[config.mk]
export PLATFORM = sky130hd
export DESIGN_NAME = cfgport_host_writer
export DESIGN_NICKNAME = d
export VERILOG_FILES = /design/src/rtl/cfgport_pkg.sv /design/src/rtl/cfgport_pclk_gen.sv /design/src/rtl/cfgport_tx_lane.sv /design/src/rtl/cfgport_rx_lane.sv /design/src/rtl/cfgport_host_writer.sv
export SDC_FILE = /design/constraint.sdc
export NUM_CORES = 1
export LEC_CHECK = 0
export ABC_AREA = 1
export BUFFER_PORTS_ARGS = -buffer_cell sky130_fd_sc_hd__buf_2
export CORE_ASPECT_RATIO = 1.75
export CORE_MARGIN = 4
export CORE_UTILIZATION = 35
export DETAILED_ROUTE_END_ITERATION = 6
export GPL_TIMING_DRIVEN = 0
export PLACE_DENSITY = 0.63
export SLEW_MARGIN = 40
export SYNTH_ARGS = -nofsm -noshare
export SYNTH_HDL_FRONTEND = slang
export SYNTH_SLANG_ARGS = --single-unit
export TNS_END_PERCENT = 50
[constraint.sdc]
create_clock -name clk -period 5.15 [get_ports clk]
set_input_delay 0.2575 -clock clk [delete_from_list [all_inputs] [get_ports clk]]
set_output_delay 0.2575 -clock clk [all_outputs]
set_load 0.01 [all_outputs]
[src/rtl/cfgport_pkg.sv]
package cfgport_pkg;

   typedef enum logic [1:0] {
      PH_IDLE,
      PH_PREP,
      PH_LOAD,
      PH_READ
   } phase_t;

endpackage

[src/rtl/cfgport_pclk_gen.sv]
module cfgport_pclk_gen #(
   parameter int HALF_PERIOD = 2
) (
   input  logic clk,
   input  logic rst_n,
   output logic pclk,
   output logic rise_tick,
   output logic fall_tick
);
   localparam int CW = (HALF_PERIOD > 1) ? $clog2(HALF_PERIOD) : 1;
   localparam logic [CW-1:0] LAST = CW'(HALF_PERIOD - 1);

   logic [CW-1:0] cnt;
   logic          wrap;

   assign wrap      = (cnt == LAST);
   assign rise_tick = wrap & ~pclk;
   assign fall_tick = wrap & pclk;

   always_ff @(posedge clk or negedge rst_n) begin
      if (!rst_n) begin
         cnt  <= '0;
         pclk <= 1'b0;
      end else if (wrap) begin
         cnt  <= '0;
         pclk <= ~pclk;
      end else begin
         cnt  <= cnt + 1'b1;
      end
   end
endmodule

[src/rtl/cfgport_tx_lane.sv]
module cfgport_tx_lane #(
   parameter int LANES = 8
) (
   input  logic             clk,
   input  logic             rst_n,
   input  logic             load,
   input  logic [LANES-1:0] din,
   output logic [LANES-1:0] dout
);
   logic [LANES-1:0] mirrored;

   for (genvar i = 0; i < LANES; i++) begin : g_mirror
      assign mirrored[i] = din[LANES-1-i];
   end

   always_ff @(posedge clk or negedge rst_n) begin
      if (!rst_n)    dout <= '0;
      else if (load) dout <= mirrored;
   end
endmodule

[src/rtl/cfgport_rx_lane.sv]
module cfgport_rx_lane #(
   parameter int LANES = 8
) (
   input  logic             clk,
   input  logic             rst_n,
   input  logic             cap,
   input  logic [LANES-1:0] din,
   output logic             vld,
   output logic [LANES-1:0] dout
);
   logic [LANES-1:0] mirrored;

   for (genvar i = 0; i < LANES; i++) begin : g_mirror
      assign mirrored[i] = din[LANES-1-i];
   end

   always_ff @(posedge clk or negedge rst_n) begin
      if (!rst_n) begin
         vld  <= 1'b0;
         dout <= '0;
      end else begin
         vld <= cap;
         if (cap) dout <= mirrored;
      end
   end
endmodule

[src/rtl/cfgport_host_writer.sv]
module cfgport_host_writer
   import cfgport_pkg::*;
#(
   parameter int LANES       = 8,
   parameter int CNT_W       = 16,
   parameter int HALF_PERIOD = 2,
   parameter int RB_ENABLE   = 1
) (
   input  logic             clk,
   input  logic             rst_n,
   input  logic             start,
   input  logic [CNT_W-1:0] byte_count,
   input  logic             readback_en,
   input  logic             s_valid,
   output logic             s_ready,
   input  logic [LANES-1:0] s_data,
   output logic             port_clk,
   output logic             port_sel,
   output logic             port_wr,
   input  logic             port_busy,
   output logic [LANES-1:0] port_dout,
   output logic             port_doe,
   input  logic [LANES-1:0] port_din,
   output logic             rb_valid,
   output logic [LANES-1:0] rb_data
);
   localparam bit RB_ON = (RB_ENABLE != 0);

   if (LANES < 1) begin : g_bad_lanes
      $error("cfgport_host_writer: LANES must be at least 1");
   end
   if (CNT_W < 1) begin : g_bad_cnt
      $error("cfgport_host_writer: CNT_W must be at least 1");
   end
   if (HALF_PERIOD < 1) begin : g_bad_half
      $error("cfgport_host_writer: HALF_PERIOD must be at least 1");
   end

   phase_t           phase;
   logic [CNT_W-1:0] total;
   logic [CNT_W-1:0] rem;
   logic             rb_mode;
   logic             hold;
   logic             rise_tick;
   logic             fall_tick;
   logic             take;
   logic             accept;
   logic             rx_cap;

   cfgport_pclk_gen #(.HALF_PERIOD(HALF_PERIOD)) u_pclk (
      .clk       (clk),
      .rst_n     (rst_n),
      .pclk      (port_clk),
      .rise_tick (rise_tick),
      .fall_tick (fall_tick)
   );

   // fetch a new byte only on a falling port edge with nothing held
   assign s_ready = (phase == PH_LOAD) && fall_tick && !hold && (rem != '0);
   assign take    = s_ready && s_valid;
   assign accept  = (phase == PH_LOAD) && rise_tick && hold && !port_busy;
   assign rx_cap  = (phase == PH_READ) && rise_tick && !port_busy && (rem != '0);

   cfgport_tx_lane #(.LANES(LANES)) u_tx (
      .clk   (clk),
      .rst_n (rst_n),
      .load  (take),
      .din   (s_data),
      .dout  (port_dout)
   );

   if (RB_ON) begin : g_rb
      cfgport_rx_lane #(.LANES(LANES)) u_rx (
         .clk   (clk),
         .rst_n (rst_n),
         .cap   (rx_cap),
         .din   (port_din),
         .vld   (rb_valid),
         .dout  (rb_data)
      );
   end else begin : g_no_rb
      assign rb_valid = 1'b0;
      assign rb_data  = '0;
   end

   always_ff @(posedge clk or negedge rst_n) begin
      if (!rst_n) begin
         phase    <= PH_IDLE;
         total    <= '0;
         rem      <= '0;
         rb_mode  <= 1'b0;
         hold     <= 1'b0;
         port_sel <= 1'b0;
         port_wr  <= 1'b0;
         port_doe <= 1'b0;
      end else begin
         unique case (phase)
            PH_IDLE: begin
               if (start && (byte_count != '0)) begin
                  total   <= byte_count;
                  rem     <= byte_count;
                  rb_mode <= readback_en & RB_ON;
                  phase   <= PH_PREP;
               end
            end
            PH_PREP: begin
               if (fall_tick) begin
                  port_sel <= 1'b1;
                  port_doe <= 1'b1;
                  phase    <= PH_LOAD;
               end
            end
            PH_LOAD: begin
               if (fall_tick) begin
                  if (rem == '0) begin
                     port_wr  <= 1'b0;
                     port_doe <= 1'b0;
                     if (rb_mode) begin
                        rem   <= total;
                        phase <= PH_READ;
                     end else begin
                        port_sel <= 1'b0;
                        phase    <= PH_IDLE;
                     end
                  end else if (!hold) begin
                     port_wr <= take;
                     hold    <= take;
                  end
               end
               if (accept) begin
                  hold <= 1'b0;
                  rem  <= rem - 1'b1;
               end
            end
            PH_READ: begin
               if (rx_cap) rem <= rem - 1'b1;
               if (fall_tick && (rem == '0)) begin
                  port_sel <= 1'b0;
                  phase    <= PH_IDLE;
               end
            end
            default: phase <= PH_IDLE;
         endcase
      end
   end
endmodule

==> out/qor.csv <==
metric,value,unit
min-delay-start,port_din[0],
crit_start,phase[0],
cts_tree,yes,
initialDrtViolationCount,199,
fin_skew,4.63,ps
synth.cell_area,3350,µm²
core_area,9410,µm²
start_util,0.356,
cts_max_path_buffers,2,
synthDistinctLibCells,30,
grt_pass1_wl,15100,µm
synth_edf_count,0,
cts-root-buf,clkbuf_16,
grt_max_degree,59,
reg2reg_from,rem[0],
clk_pin_slew,50,ps
syn2layout_area_growth,22.3,%
num_vias,3275,
fin_crit_sh,0.400,
hpwl,7030,µm
p_leak,2.23,nW
grt_pass1_vias,3250,
diodes,0,
reg2reg_slack,3130,ps
htreeDepth,3,
hold_viol_final,0,
synth.avg_cell_area,6.92,µm²
pre_cts_slack,3140,ps
cap_violations,0,
ir_drop,0.304,mV
ios,60,
synthCells,484,
numCtsBuffers,9,
rsz0062_at_grt,false,
worstRegToRegCells,10,
cts_setup_buffers,0,
die-area,11300,µm²
drc,0,
critPathLaunchType,flip-flop,
wl_per_cell,13.4,µm
ys_async_sr_fraction,1.00,
antenna_found_initial,0,
post_drt_via_cell_ratio,4.81,
yosysMostFrequentCell,nand2_1,
max_slew_margin,0.489,
ys_ff_latch,58,
worstSetupPathType,reg -> out,
cp-end-kind,primary output,
yosysSeqAreaShare,0.433,
fmax,486,MHz
fin_area,4100,µm²
synth_commonest_cells,"212 x nand2_1, 72 x nand3_1, 58 x dfrtp_1",
die_h,137,µm
layout.nets,593,
yosys-top-cells-area,"dfrtp_1 43%, nand2_1 24%, nand3_1 11%",
insertion_delay,330,ps
post_dp_cell_area,3790,µm²
fin_tns_setup,0,ps
ant_nets,0,
hp-class,in -> reg,
required,4890,ps
yosys_warnings,0,
drive_gt1_frac,0.181,
first_pass_iters,4,
min_period,2060,ps
synth_fp_nets,523,
slew_viol_final,0,
endpoint,s_ready,
clock-sinks,58,
yosysTopAreaCell,dfrtp_1,
outcome,"complete, no violations",
gr-total-overflow,0,
setup_ws,3090,ps
min_delay_path_depth,3,
reg2reg_to,rem[13],
tightest_slew,764,ps
ys.flop_type,dfrtp_1,
synth_top_area_share,0.433,
routed_wl,9140,µm
track_usage,0.176,
fp.dieW,82.0,µm
power_density,584,nW/µm²
place_congestion,0.905,
setup_viol,0,
cp_max_fo,10,
io_buffers,58,
arrival,1800,ps
num_rows,47,
[layout by cell type (no fill, tap or decap), types with 2 or more instances in the layout]
master / Yosys / routed
buf_2: 2 / 59
inv_1: 43 / 43
o211ai_1: 3 / 3
o21ai_0: 10 / 10
clkbuf_1: 4 / 4
clkinv_4: 0 / 3
nand2_4: 4 / 4
nor2_1: 39 / 39
clkinvlp_4: 0 / 2
nand4_1: 5 / 5
nor2_2: 2 / 2
nand3_2: 2 / 2
nand3_1: 72 / 72
clkbuf_16: 0 / 9
buf_6: 1 / 2
nand2_2: 4 / 4
inv_2: 4 / 4
o21bai_1: 4 / 4
nand2_1: 212 / 212
nor2_4: 3 / 3
dfrtp_1: 58 / 58
[worst min path at each step]
| stage | endpoint | slack [ps] |
|---|---|---|
| 6_report | g_rb.u_rx.dout[7] | 120 |
| 5_1_grt | g_rb.u_rx.dout[3] | 140 |
| 4_1_cts | g_rb.u_rx.dout[1] | 40 |
| 3_5_place_dp | u_pclk.cnt | 390 |
| 3_3_place_gp | g_rb.u_rx.dout[0] | 450 |
| 2_1_floorplan | g_rb.u_rx.dout[0] | -40 |
[stage by stage]
stage | utilization | total power [mW] | std cells | hold slack [ps]
2_1_floorplan | - | 1.53 | 484 | -38.1
3_3_place_gp | 0.403 | 1.81 | 664 | 453
3_5_place_dp | 0.403 | 1.84 | 664 | 388
4_1_cts | 0.434 | 2.41 | 680 | 39.7
5_1_grt | 0.436 | 2.60 | 681 | 138
6_report | 0.436 | 2.39 | 681 | 119
[state kept, by name, indices dropped and copies added (netlist names), 2 cells and up]
signal,count
total,16
u_tx.dout,8
g_rb.u_rx.dout,8
rem,16
phase,2
[power breakdown]
group | internal [mW] | leakage [nW] | switching, mW
Sequential | 0.647 | 0.727 | 0.142
Combinational | 0.354 | 1.37 | 0.688
Clock | 0.342 | 0.135 | 0.221
Total | 1.34 | 2.23 | 1.05
[layer usage]
metal / up-vias / wire (µm) / global-route usage
li1: 1667 / - / -
met1: 1481 / 3550 / 0.193
met2: 99 / 4880 / 0.311
met3: 28 / 323 / 0.0262
met4: 0 / 391 / 0.104
met5: - / 0 / 0
[timing repair]
item                      4_1_cts  5_1_grt
gates resized for setup         0        0
hold endpoints to repair        0       58
hold buffers                    0        1
[logic make-up (layout without fill, tap and decap cells)]
logic type                 count (synthesis)  in the layout  share of synthesized area
xor gates and xnor gates                   1              1                    0.00262
buffers and inverters                     58            133                     0.0699
DFF                                       58             58                      0.433
and+or+nand+nor                          345            345                      0.447
AOI/OAI and AO/OA                         21             21                     0.0433
adders and majority gates                  1              1                    0.00373
[critical path, stage by stage, from the launching register on]
cell	delay, ps
dfrtp_1	470
inv_2	110
nand2_1	90
nor2_1	100
inv_1	70
nor2_1	80
inv_1	80
a21oi_4	260
buf_2	190
[area by class of cell]
cell class                      instances  area [µm²]
Buffer                                  9        47.5
Fill cell                            1003        5310
Clock inverter                          6        50.0
Tap cell                              122         153
Sequential cell                        58        1450
Inverter                               49         186
Timing Repair Buffer                   59         307
Multi-Input combinational cell        368        1660
Clock buffer                           10         239
(Power assumes the default switching activity.)
